**src/rtl/hpt_hash_pkg.sv**
```systemverilog
package hpt_hash_pkg;
  typedef enum logic [1:0] {
    SEG_SMALL = 2'd0,
    SEG_LARGE = 2'd1,
    SEG_RSV2  = 2'd2,
    SEG_RSV3  = 2'd3
  } segCode_t;

  typedef struct packed {
    logic load;
    logic flagErr;
  } stageCtl_t;
endpackage

```
**src/rtl/hpt_hash_dp.sv**
```systemverilog
module hpt_hash_dp
  import hpt_hash_pkg::*;
#(
  parameter int EA_W = 64,
  parameter int VSID_W = 40,
  parameter int HASH_W = 39,
  parameter int PS_W = 6,
  parameter int SMALL_SEG_SHIFT = 28,
  parameter int LARGE_SEG_SHIFT = 40,
  parameter int PAGE_MIN = 12,
  parameter int FOLD_SHIFT = 25
) (
  input  logic              clk,
  input  logic              rstN,
  input  stageCtl_t         ctl,
  input  logic [EA_W-1:0]   ea,
  input  logic [VSID_W-1:0] vsid,
  input  logic [1:0]        segSize,
  input  logic [PS_W-1:0]   pageShift,
  input  logic [HASH_W-1:0] tableMask,
  output logic [HASH_W-1:0] hashQ,
  output logic [HASH_W-1:0] priQ,
  output logic [HASH_W-1:0] secQ
);
  localparam int SMALL_BITS = SMALL_SEG_SHIFT - PAGE_MIN;
  localparam int LARGE_BITS = LARGE_SEG_SHIFT - PAGE_MIN;
  localparam int ACC_W = VSID_W + HASH_W;

  logic [LARGE_BITS-1:0] segLow;
  logic [LARGE_BITS-1:0] pageTerm;
  logic [PS_W-1:0]       shAmt;
  logic [ACC_W-1:0]      idWide;
  logic [ACC_W-1:0]      idFold;
  logic [HASH_W-1:0]     hashD;

  always_comb begin
    if (segSize == SEG_LARGE)
      segLow = ea[LARGE_SEG_SHIFT-1:PAGE_MIN];
    else
      segLow = LARGE_BITS'(ea[SMALL_SEG_SHIFT-1:PAGE_MIN]);
    shAmt = (pageShift < PS_W'(PAGE_MIN)) ? '0 : pageShift - PS_W'(PAGE_MIN);
    pageTerm = segLow >> shAmt;
    idWide = ACC_W'(vsid);
    idFold = (segSize == SEG_LARGE) ? (idWide ^ (idWide << FOLD_SHIFT)) : idWide;
    hashD = idFold[HASH_W-1:0] ^ HASH_W'(pageTerm);
  end

  always_ff @(posedge clk) begin
    if (!rstN) begin
      hashQ <= '0;
      priQ  <= '0;
      secQ  <= '0;
    end else if (ctl.load) begin
      hashQ <= hashD;
      priQ  <= hashD & tableMask;
      secQ  <= ~hashD & tableMask;
    end
  end


  data_hold_chk: assert property (@(posedge clk) disable iff (!rstN)
    !ctl.load |=> ($stable(hashQ) && $stable(priQ) && $stable(secQ)));
endmodule

```
**src/rtl/hpt_hash_ctrl.sv**
```systemverilog
module hpt_hash_ctrl
  import hpt_hash_pkg::*;
(
  input  logic      clk,
  input  logic      rstN,
  input  logic      inValid,
  input  logic [1:0] segSize,
  input  logic      outReady,
  output logic      inReady,
  output logic      outValid,
  output logic      errFlag,
  output stageCtl_t ctl
);
  logic accept;
  logic reservedCode;

  assign reservedCode = (segSize == SEG_RSV2) || (segSize == SEG_RSV3);
  assign inReady = !outValid || outReady;
  assign accept = inValid && inReady;

  always_comb begin
    ctl.load    = accept && !reservedCode;
    ctl.flagErr = accept && reservedCode;
  end

  always_ff @(posedge clk) begin
    if (!rstN) begin
      outValid <= 1'b0;
      errFlag  <= 1'b0;
    end else begin
      errFlag <= ctl.flagErr;
      if (ctl.load)
        outValid <= 1'b1;
      else if (outReady)
        outValid <= 1'b0;
    end
  end


  accept_valid_chk: assert property (@(posedge clk) disable iff (!rstN)
    (inValid && inReady && !segSize[1]) |=> outValid);

  hold_valid_chk: assert property (@(posedge clk) disable iff (!rstN)
    (outValid && !outReady) |=> outValid);

  err_no_valid_chk: assert property (@(posedge clk) disable iff (!rstN)
    errFlag |-> !outValid);

  err_pulse_chk: assert property (@(posedge clk) disable iff (!rstN)
    (inValid && inReady && segSize[1]) |=> errFlag);
endmodule

```
**src/rtl/hpt_hash_gen.sv**
```systemverilog
module hpt_hash_gen
  import hpt_hash_pkg::*;
#(
  parameter int EA_W = 64,
  parameter int VSID_W = 40,
  parameter int HASH_W = 39,
  parameter int PS_W = 6
) (
  input  logic              clk,
  input  logic              rstN,
  input  logic              inValid,
  output logic              inReady,
  input  logic [EA_W-1:0]   ea,
  input  logic [VSID_W-1:0] vsid,
  input  logic [1:0]        segSize,
  input  logic [PS_W-1:0]   pageShift,
  input  logic [HASH_W-1:0] tableMask,
  output logic              outValid,
  input  logic              outReady,
  output logic [HASH_W-1:0] hashOut,
  output logic [HASH_W-1:0] priIdx,
  output logic [HASH_W-1:0] secIdx,
  output logic              errFlag
);
  stageCtl_t ctl;

  hpt_hash_ctrl ctrl_i (
    .clk(clk), .rstN(rstN), .inValid(inValid), .segSize(segSize),
    .outReady(outReady), .inReady(inReady), .outValid(outValid),
    .errFlag(errFlag), .ctl(ctl)
  );

  hpt_hash_dp #(
    .EA_W(EA_W), .VSID_W(VSID_W), .HASH_W(HASH_W), .PS_W(PS_W)
  ) dp_i (
    .clk(clk), .rstN(rstN), .ctl(ctl), .ea(ea), .vsid(vsid),
    .segSize(segSize), .pageShift(pageShift), .tableMask(tableMask),
    .hashQ(hashOut), .priQ(priIdx), .secQ(secIdx)
  );
endmodule

```
**config.mk**
```make
export PLATFORM = sky130hd
export DESIGN_NAME = hpt_hash_gen
export DESIGN_NICKNAME = d
export VERILOG_FILES = /design/src/rtl/hpt_hash_pkg.sv /design/src/rtl/hpt_hash_dp.sv /design/src/rtl/hpt_hash_ctrl.sv /design/src/rtl/hpt_hash_gen.sv
export SDC_FILE = /design/constraint.sdc
export NUM_CORES = 1
export LEC_CHECK = 0
export BUFFER_PORTS_ARGS = -buffer_cell sky130_fd_sc_hd__buf_2
export CORE_MARGIN = 1
export CORE_UTILIZATION = 35
export CTS_CLUSTER_SIZE = 12
export DETAILED_ROUTE_END_ITERATION = 10
export PLACE_DENSITY_LB_ADDON = 0.12
export SYNTH_ARGS = -nofsm -noshare
export SYNTH_HDL_FRONTEND = slang
export SYNTH_SLANG_ARGS = --single-unit
```
**constraint.sdc**
```tcl
create_clock -name clk -period 5.29 [get_ports clk]
set_input_delay 0.529 -clock clk [delete_from_list [all_inputs] [get_ports clk]]
set_output_delay 0.529 -clock clk [all_outputs]
set_load 0.005 [all_outputs]
```
[Word level (Yosys, flattened, before mapping)]
Cells that the tools add are included.
Word-level totals
  register bits: 119
  logic and storage cells: 29
Operators by class
  add/subtract/negate cells: 1
  $lt $le $gt $ge: 1
  eq/ne operators: 3
  shift operators: 1
  multiplexer cells: 5
  bitwise gates (word level): 5
  reductions and logical operators: 8
Operators with widths (count)
  39-bit bitwise AND: 2
  39-bit two-way mux: 1
  39-bit NOT: 1
  39-bit by 28-bit XOR with 39-bit output: 1
  39-bit XOR: 1
  28-bit two-way mux: 1
  28-bit by 6-bit >> shifter with 28-bit output: 1
  6-bit by 4-bit < comparator with 1-bit output, second input constant: 1
  6-bit two-way mux: 1
  6-bit by 4-bit subtractor with 6-bit output, second input constant: 1
  2-bit equality test, second input constant: 2
  1-bit logical AND: 3
  2-bit by 1-bit equality test with 1-bit output, second input constant: 1
  1-bit zero test: 2
  1-bit logical OR: 2
  1-bit two-way mux: 2
  2-bit nonzero test: 1

[Longest topological paths before layout]
Gate-level depths: netlist (run 1).
  depth after elaboration: 6
  gate-level depth with buffers: 12
  mapped depth without buffers: 8

[Modules after synthesis]
Synthesis (run 1) repeated with hierarchy kept, for this count alone.
Unflattened totals
  cell total of the unflattened synthesis: 893
  area, all modules: 7230.7 µm²
By module, submodules not included
  hpt_hash_dp: instances 1, cells each 885, area each 7139.3 µm², seq. area each 2342.2 µm²
  hpt_hash_ctrl: instances 1, cells each 8, area each 91.3 µm², seq. area each 40.0 µm²

[Least setup slack after synthesis (run 1)]
OpenSTA, ideal clock, no wires.
  path type: input port to flip-flop
  from: input port pageShift[2]
  to: register dp_i.priQ[1]
  library setup time: 0.117 ns
  data arrival time: 2.727 ns
  data required time: 5.173 ns
  slack: 2.445 ns
  cell stages on the path: 10
  cell sequence: ha_1 > buf_2 > or3_4 > buf_6 > a32o_1 > a211o_1 > a32o_1 > a2111oi_4 > mux2i_1 > nand2_1
Between the ends
  cells in the longest elaborated chain, start to end: 5
  elaborated cells on any way between the ends: 6
  those cells by class: 1 x add/sub; 1 x order compare; 1 x shift; 1 x mux; 2 x bitwise
Ends and longest elaborated chain
  start: declaration: line hpt_hash_gen.sv:16  | input logic [PS_W-1:0] pageShift,
  6-bit by 4-bit subtractor with 6-bit output or 6-bit by 4-bit < comparator with 1-bit output (tied branches): line hpt_hash_dp.sv:41  | shAmt = (pageShift < PS_W'(PAGE_MIN)) ? '0 : pageShift - PS_W'(PAGE_MIN);
  6-bit two-way mux *: line hpt_hash_dp.sv:41
  28-bit by 6-bit >> shifter with 28-bit output *: line hpt_hash_dp.sv:42  | pageTerm = segLow >> shAmt;
  39-bit by 28-bit XOR with 39-bit output *: line hpt_hash_dp.sv:45  | hashD = idFold[HASH_W-1:0] ^ HASH_W'(pageTerm);
  39-bit bitwise AND *: line hpt_hash_dp.sv:55  | priQ <= hashD & tableMask;
  end signal: assignment: line hpt_hash_dp.sv:55
  end: declaration: line hpt_hash_dp.sv:22  | output logic [HASH_W-1:0] priQ,
Mark *: on every way between the ends. The rest lies on a longest branch, timed or not.
A chain may end at the register's enable or synchronous reset.

[Worst setup path in the final report (run 1)]
  from: input port pageShift[3]
  to: register dp_i.priQ[3]
Same word-level chain as after synthesis.

==> out/qor.txt, run 1 <==
Initial Util = 36.0%
EDFF count, synth = 0
R2R Path End = dp_i.priQ[5]
# setup viols final = 0
Slew Limit Headroom = 30.2%
routed vias = 8049
register area share after synthesis = 32.5%
Synth Warn # = 0
clock slew at reported path FFs = 0.06 ns
Post-Place Cells = 1390
sw frac = 31.3%
Layout Utilization = 45.0%
WHS Endpoint = dp_i.secQ[29]
PortBufs = 237
Hold-fix buffers, CTS = 0
I/O pins = 275
first-pass GRT wire length = 42.8 mm
CP arrival = 3.74 ns
Final HPWL DP = 20.3 mm
CTS resizes = 0
status = completed
largest cells by area after synthesis = dfxtp_1 32%, nand3_1 6.5%, nand2_1 5.1%
largest net degree at the start of global routing = 106
DRT Pass-1 Iters = 5
Critical Path End Type = register
Psw = 0.814 mW
Die Span Y = 147 um
Avg Cell Area, Syn = 7.68 sq um
vias in the first global route = 7224
drt drc = 0
Synth top area share = 32.5%
global-route usage over all layers = 25.7%
Crit Path Category = primary input to register
required time worst endpoint = 5.59 ns
WL per Instance = 19.7 um
Clock Skew = 0.0102 ns
Peak Freq = 0.291 GHz
max-slew violations = 0
Slew @ Worst Pin = 1.05 ns
# fillers = 2158
floorplan core area = 0.0204 sq mm
power density over the cells = 284 mW/mm^2
Final Cycle Share = 65.0%
TritonCTS clock tree = done
Final Hold Fails = 0
power share of the combinational group = 21.1%
Finished Layout Cells = 1423
net count after synthesis = 1111
Detailed Route WL = 28.0 mm
hold depth = 3
worst reg-to-reg path cell count = 7
root buf cell = clkbuf_16
internal power = 1.79 mW
worst vdd ir = 0.208 mV
R2R setup slack = 2.91 ns
Clock Path Buffers = 2
dominant synthesized flop cell = dfxtp_1
Clock power frac = 42.0%
Yosys top cell by area = dfxtp_1
nets = 1295
initial drt markers = 502
Post-CTS Setup Bufs = 0
Static Leak = 3.89 nW
die area = 0.0215 sq mm
RR Startpoint = ctrl_i.outValid
Period minus WS final = 3.44 ns
synthesis-to-layout area growth = 24.8%
initial antenna violation count = 1
clk_lat worst skew = 0.41 ns
# rows = 52
GRT overflow = 0
max_cap viols = 0
hold crit path type = primary input to register
Vias/cell = 5.66
setup TNS = 0 ns
GPL Wtd Cong = 0.938
count of cell types in the netlist = 76
Mapped Cells = 955
crit-path max FO = 24
Antenna Nets Post-Route = 0
#FFs+latches synth = 119
clock sink count = 119
TritonCTS Buffers = 17
RSZ-0062 raised after global routing = no
Post-synth ARST share = 0%
critical path startpoint category = primary input
cell area after synthesis = 0.00733 sq mm
Reg power frac = 36.9%
H-tree lvl count = 4
die width = 147 um
HP Start = tableMask[29]
share of layout cells above drive strength 1 = 27.2%
==> critical path, cell delays in order <==
cell,delay [ns]
buf_2,0.17
ha_1,0.65
or3_4,0.45
nand2_1,0.26
o21ai_1,0.53
o22ai_1,0.22
a211oi_2,0.60
mux2i_1,0.25
nand2_1,0.07
==> power by group through the flow <==
stage	Clock [mW]	Combinational (mW)	Sequential, mW
6_report	1.09	0.548	0.961
5_1_grt	1.16	0.595	0.966
4_1_cts	1.11	0.542	0.961
3_5_place_dp	0	0.540	0.980
3_3_place_gp	0	0.540	0.979
2_1_floorplan	0	0.319	0.983
==> cell type report <==
class	count	area, sq um	share of cell area [%]
Sequential cell	119	2380	26.0
Antenna cell	1	2.50	0.0273
Clock buffer	18	429	4.69
Clock inverter	14	124	1.35
Timing Repair Buffer	250	1290	14.0
Tap cell	270	338	3.69
Multi-Input combinational cell	728	4510	49.2
Inverter	23	86.3	0.943
==> kinds of logic after synthesis <==
group	Yosys count	synth area share, %
and+or+nand+nor	386	25.8
AOI/OAI and AO/OA	280	27.4
buffers and inverters	108	6.23
adders and majority gates	1	0.171
xor gates and xnor gates	28	3.34
muxes	33	4.66
DFF	119	32.5
==> synthesized netlist by cell type (4+ instances only) <==
cell       number
xnor2_1         7
nor3_1         16
buf_1           7
o2bb2ai_1       4
nand4_1        18
clkbuf_1       56
nand2b_1       12
o211ai_1       19
mux2i_1        24
a21o_1          4
a21oi_1        69
nand3_1        95
nand3b_1        6
o32a_1          4
inv_1          22
a221oi_1        4
a32o_1         10
nor4_1         10
nor2_1         73
and3_1         12
or2_2           4
a31oi_1         4
o21a_1          4
a2bb2oi_1      11
nand2_1        99
nor2b_1         8
o2111ai_1       4
o32ai_1         4
a31o_2          4
dfxtp_1       119
o22ai_1         8
nor3b_1         5
a22oi_1         4
and2_1          5
o221ai_1        9
o311ai_0        6
mux2_2          9
o21ai_0        39
or3_1          12
xor2_1         21
a211oi_1       27
buf_2          17
o31ai_1         7
==> layout by cell type (no fill, tap or decap), types with 18 or more instances in the layout <==
cell      instances
a211oi_1         27
a21oi_1          69
buf_2           236
dfxtp_1         119
inv_1            22
mux2i_1          24
nand2_1          99
nand3_1          95
nand4_1          18
nor2_1           72
o211ai_1         19
o21ai_0          39
xor2_1           21
==> sequential cells by signal (all words and copies together) (netlist names) <==
name / count
dp_i.secQ: 39
ctrl_i.errFlag: 1
ctrl_i.outValid: 1
dp_i.hashQ: 39
dp_i.priQ: 39
==> worst max path at each step <==
stage                 start           end  cells after the start
2_1_floorplan  pageShift[2]  dp_i.priQ[1]                     10
3_3_place_gp   pageShift[3]  dp_i.priQ[3]                      9
3_5_place_dp   pageShift[3]  dp_i.priQ[3]                      9
4_1_cts        pageShift[3]  dp_i.priQ[3]                      9
5_1_grt        pageShift[3]  dp_i.priQ[3]                      9
6_report       pageShift[3]  dp_i.priQ[3]                      9
==> metrics by stage <==
| step | instance area (sq um) | power [mW] | worst slack [ns] | hold WS [ns] |
|---|---|---|---|---|
| 2_1_floorplan | 7330 | 1.30 | 2.45 | 0.448 |
| 3_3_place_gp | 8600 | 1.52 | 1.51 | 0.437 |
| 3_5_place_dp | 8600 | 1.52 | 1.52 | 0.441 |
| 4_1_cts | 9150 | 2.62 | 1.92 | 0.362 |
| 5_1_grt | 9150 | 2.72 | 1.70 | 0.379 |
| 6_report | 9160 | 2.60 | 1.85 | 0.382 |
==> routing by layer <==
metal  vias up  part of all wire [%]  track usage (%)
met5         -                     0                0
met1      3742                    46             36.1
met4         0                   1.6             6.61
li1       3936                     -                -
met2       346                    44             38.8
met3        25                   7.7             6.40
(Power assumes the default switching activity.)
==> inputs of run 2 (changes only) <==
Clock period 5.29 ns to 3.2 ns, I/O delays scaled along.
==> out/qor.txt, run 2 (same netlist as run 1, synthesis figures left out) <==
WHS Endpoint = dp_i.secQ[10]
Critical Path End Type = register
share of layout cells above drive strength 1 = 29.5% (+2.4 points)
clk_lat worst skew = 0.42 ns (about the same)
commonest non-fill, non-tap cells in the layout = 236 x buf_2, 119 x dfxtp_1, 99 x nand2_1
vias in the first global route = 7507 (+3.9%)
Largest stage delay, worst path = 0.61 ns (-0.04 ns)
PortBufs = 237 (unchanged)
largest net degree at the start of global routing = 67 (-37%)
Final Hold Fails = 0 (unchanged)
Reg power frac = 35.2% (-1.7 points)
GPL Wtd Cong = 0.962 (+2.6%)
Final HPWL DP = 21.6 mm (+6.5%)
sw frac = 31.3% (about the same)
root buf cell = clkbuf_16
Psw = 1.41 mW (+73%)
TritonCTS clock tree = done
initial drt markers = 593 (+18%)
internal power = 3.10 mW (+73%)
power density over the cells = 473 mW/mm^2 (+66%)
I/O pins = 275 (unchanged)
clock sink count = 119 (unchanged)
Clock power frac = 43.3% (+1.3 points)
Final Cycle Share = 81.6%
nets = 1332 (+2.9%)
Slew @ Worst Pin = 0.737 ns (-0.310 ns)
Worst Path Buf+Inv = 2 (+1)
Period minus WS final = 2.61 ns
R2R setup slack = 1.25 ns (-1.66 ns)
Initial Util = 36.0% (unchanged)
WL per Instance = 19.6 um (-0.30%)
critical path startpoint category = primary input
top flop regs = dp_i.hashQ: 39 flops, dp_i.priQ: 39 flops, dp_i.secQ: 39 flops
clock slew at reported path FFs = 0.06 ns (about the same)
Clock Path Buffers = 2 (unchanged)
drt drc = 0 (unchanged)
crit-path leading delay family = compound AO/OA/AOI/OAI gates
die area = 0.0215 sq mm (unchanged)
crit-path max FO = 35 (+46%)
Crit Path Category = primary input to register
CP max-delay cell = a211oi_1
Peak Freq = 0.383 GHz
DRT Pass-1 Iters = 5 (unchanged)
worst vdd ir = 0.273 mV (+31%)
HP Start = tableMask[10]
Hold-fix buffers, CTS = 0 (unchanged)
hold crit path type = primary input to register
power share of the combinational group = 21.5% (+0.4 points)
Static Leak = 4.10 nW (+5.6%)
CP cell instances = buf_2 > ha_1 > nor3_2 > buf_12 > o22ai_1 > a211oi_1 > a22oi_1 > mux2_2 > nand4_1 > a32o_1
global-route usage over all layers = 26.2% (+0.54 points)
Final WS setup = 0.590 ns (-1.26 ns)
# setup viols final = 0 (unchanged)
R2R Path End = dp_i.priQ[2]
Detailed Route WL = 28.7 mm (+2.3%)
# fillers = 2108 (-2.3%)
H-tree lvl count = 4 (unchanged)
Die Span Y = 147 um (unchanged)
CP arrival = 2.92 ns (-0.82 ns)
most common cell after layout, fill and taps aside = buf_2
Antenna Nets Post-Route = 0 (unchanged)
hold depth = 3 (unchanged)
required time worst endpoint = 3.51 ns (-2.08 ns)
max-slew violations = 0 (unchanged)
setup TNS = 0 ns (unchanged)
Place WS = 0.167 ns (-1.35 ns)
RR Startpoint = ctrl_i.outValid
worst reg-to-reg path cell count = 7 (unchanged)
CTS resizes = 0 (unchanged)
routed vias = 8193 (+1.8%)
GRT overflow = 0 (unchanged)
Clock Skew = 0.00930 ns (-0.000895 ns)
Slew Limit Headroom = 50.8% (+21 points)
max_cap viols = 0 (unchanged)
die width = 147 um (unchanged)
# rows = 52 (unchanged)
floorplan core area = 0.0204 sq mm (unchanged)
Vias/cell = 5.61 (-0.79%)
RSZ-0062 raised after global routing = no
synthesis-to-layout area growth = 30.0%
Post-CTS Setup Bufs = 0 (unchanged)
status = completed
initial antenna violation count = 1 (unchanged)
first-pass GRT wire length = 43.6 mm (+1.8%)
TritonCTS Buffers = 17 (unchanged)
[run 2: cell type report]
cell class	count	area [sq um]	share of cell area, %
diodes	1	2.50	0.0262
clock buffers	17	425	4.46
clock inverters	15	168	1.76
inverters	23	86.3	0.905
multi-input cells	728	4510	47.3
flip-flops and latches	119	2380	25.0
well taps	270	338	3.54
repair buffers	287	1630	17.1
[run 2: per-layer routing]
metal | routed length (um) | vias to the layer above | global-route usage, %
met1 | 13100 | 3818 | 36.0
met3 | 2370 | 39 | 7.24
met5 | 0 | - | 0
met4 | 687 | 0 | 8.80
li1 | - | 4003 | -
met2 | 12500 | 333 | 39.3
[run 2: power by group through the flow]
stage	Clock [mW]	Sequential, mW	Combinational [mW]
2_1_floorplan	0	1.63	0.528
3_3_place_gp	0	1.62	0.956
3_5_place_dp	0	1.62	0.959
4_1_cts	1.98	1.59	0.962
5_1_grt	2.04	1.60	1.05
6_report	1.95	1.59	0.971
[run 2: worst max-delay path by stage]
| stage | startpoint | endpoint | cells past startpoint |
|---|---|---|---|
| final | pageShift[3] | dp_i.secQ[9] | 10 |
| after global routing | pageShift[3] | dp_i.priQ[21] | 11 |
| after CTS | pageShift[3] | dp_i.secQ[9] | 10 |
| after global placement | pageShift[3] | dp_i.secQ[9] | 10 |
| after floorplan | pageShift[2] | dp_i.priQ[1] | 10 |
| after detailed placement | pageShift[3] | dp_i.secQ[9] | 10 |
[run 2: per-stage QoR]
step	instance area, sq um	util, %	cells	total power [mW]	hold slack [ns]
after floorplan	7330	-	955	2.15	0.434
after global placement	8940	43.9	1427	2.58	0.437
after detailed placement	8940	43.9	1427	2.58	0.441
after CTS	9530	46.8	1459	4.53	0.143
after global routing	9530	46.8	1459	4.69	0.155
final	9540	46.8	1460	4.51	0.157
[run 2: worst reg2reg max path, stage by stage, from the launching register on]
cell	delay (ns)
dfxtp_1	0.31
nand2b_1	0.11
nand2_1	0.13
nor2_4	0.56
buf_12	0.34
nand4_1	0.17
mux2i_1	0.17
a31o_2	0.11
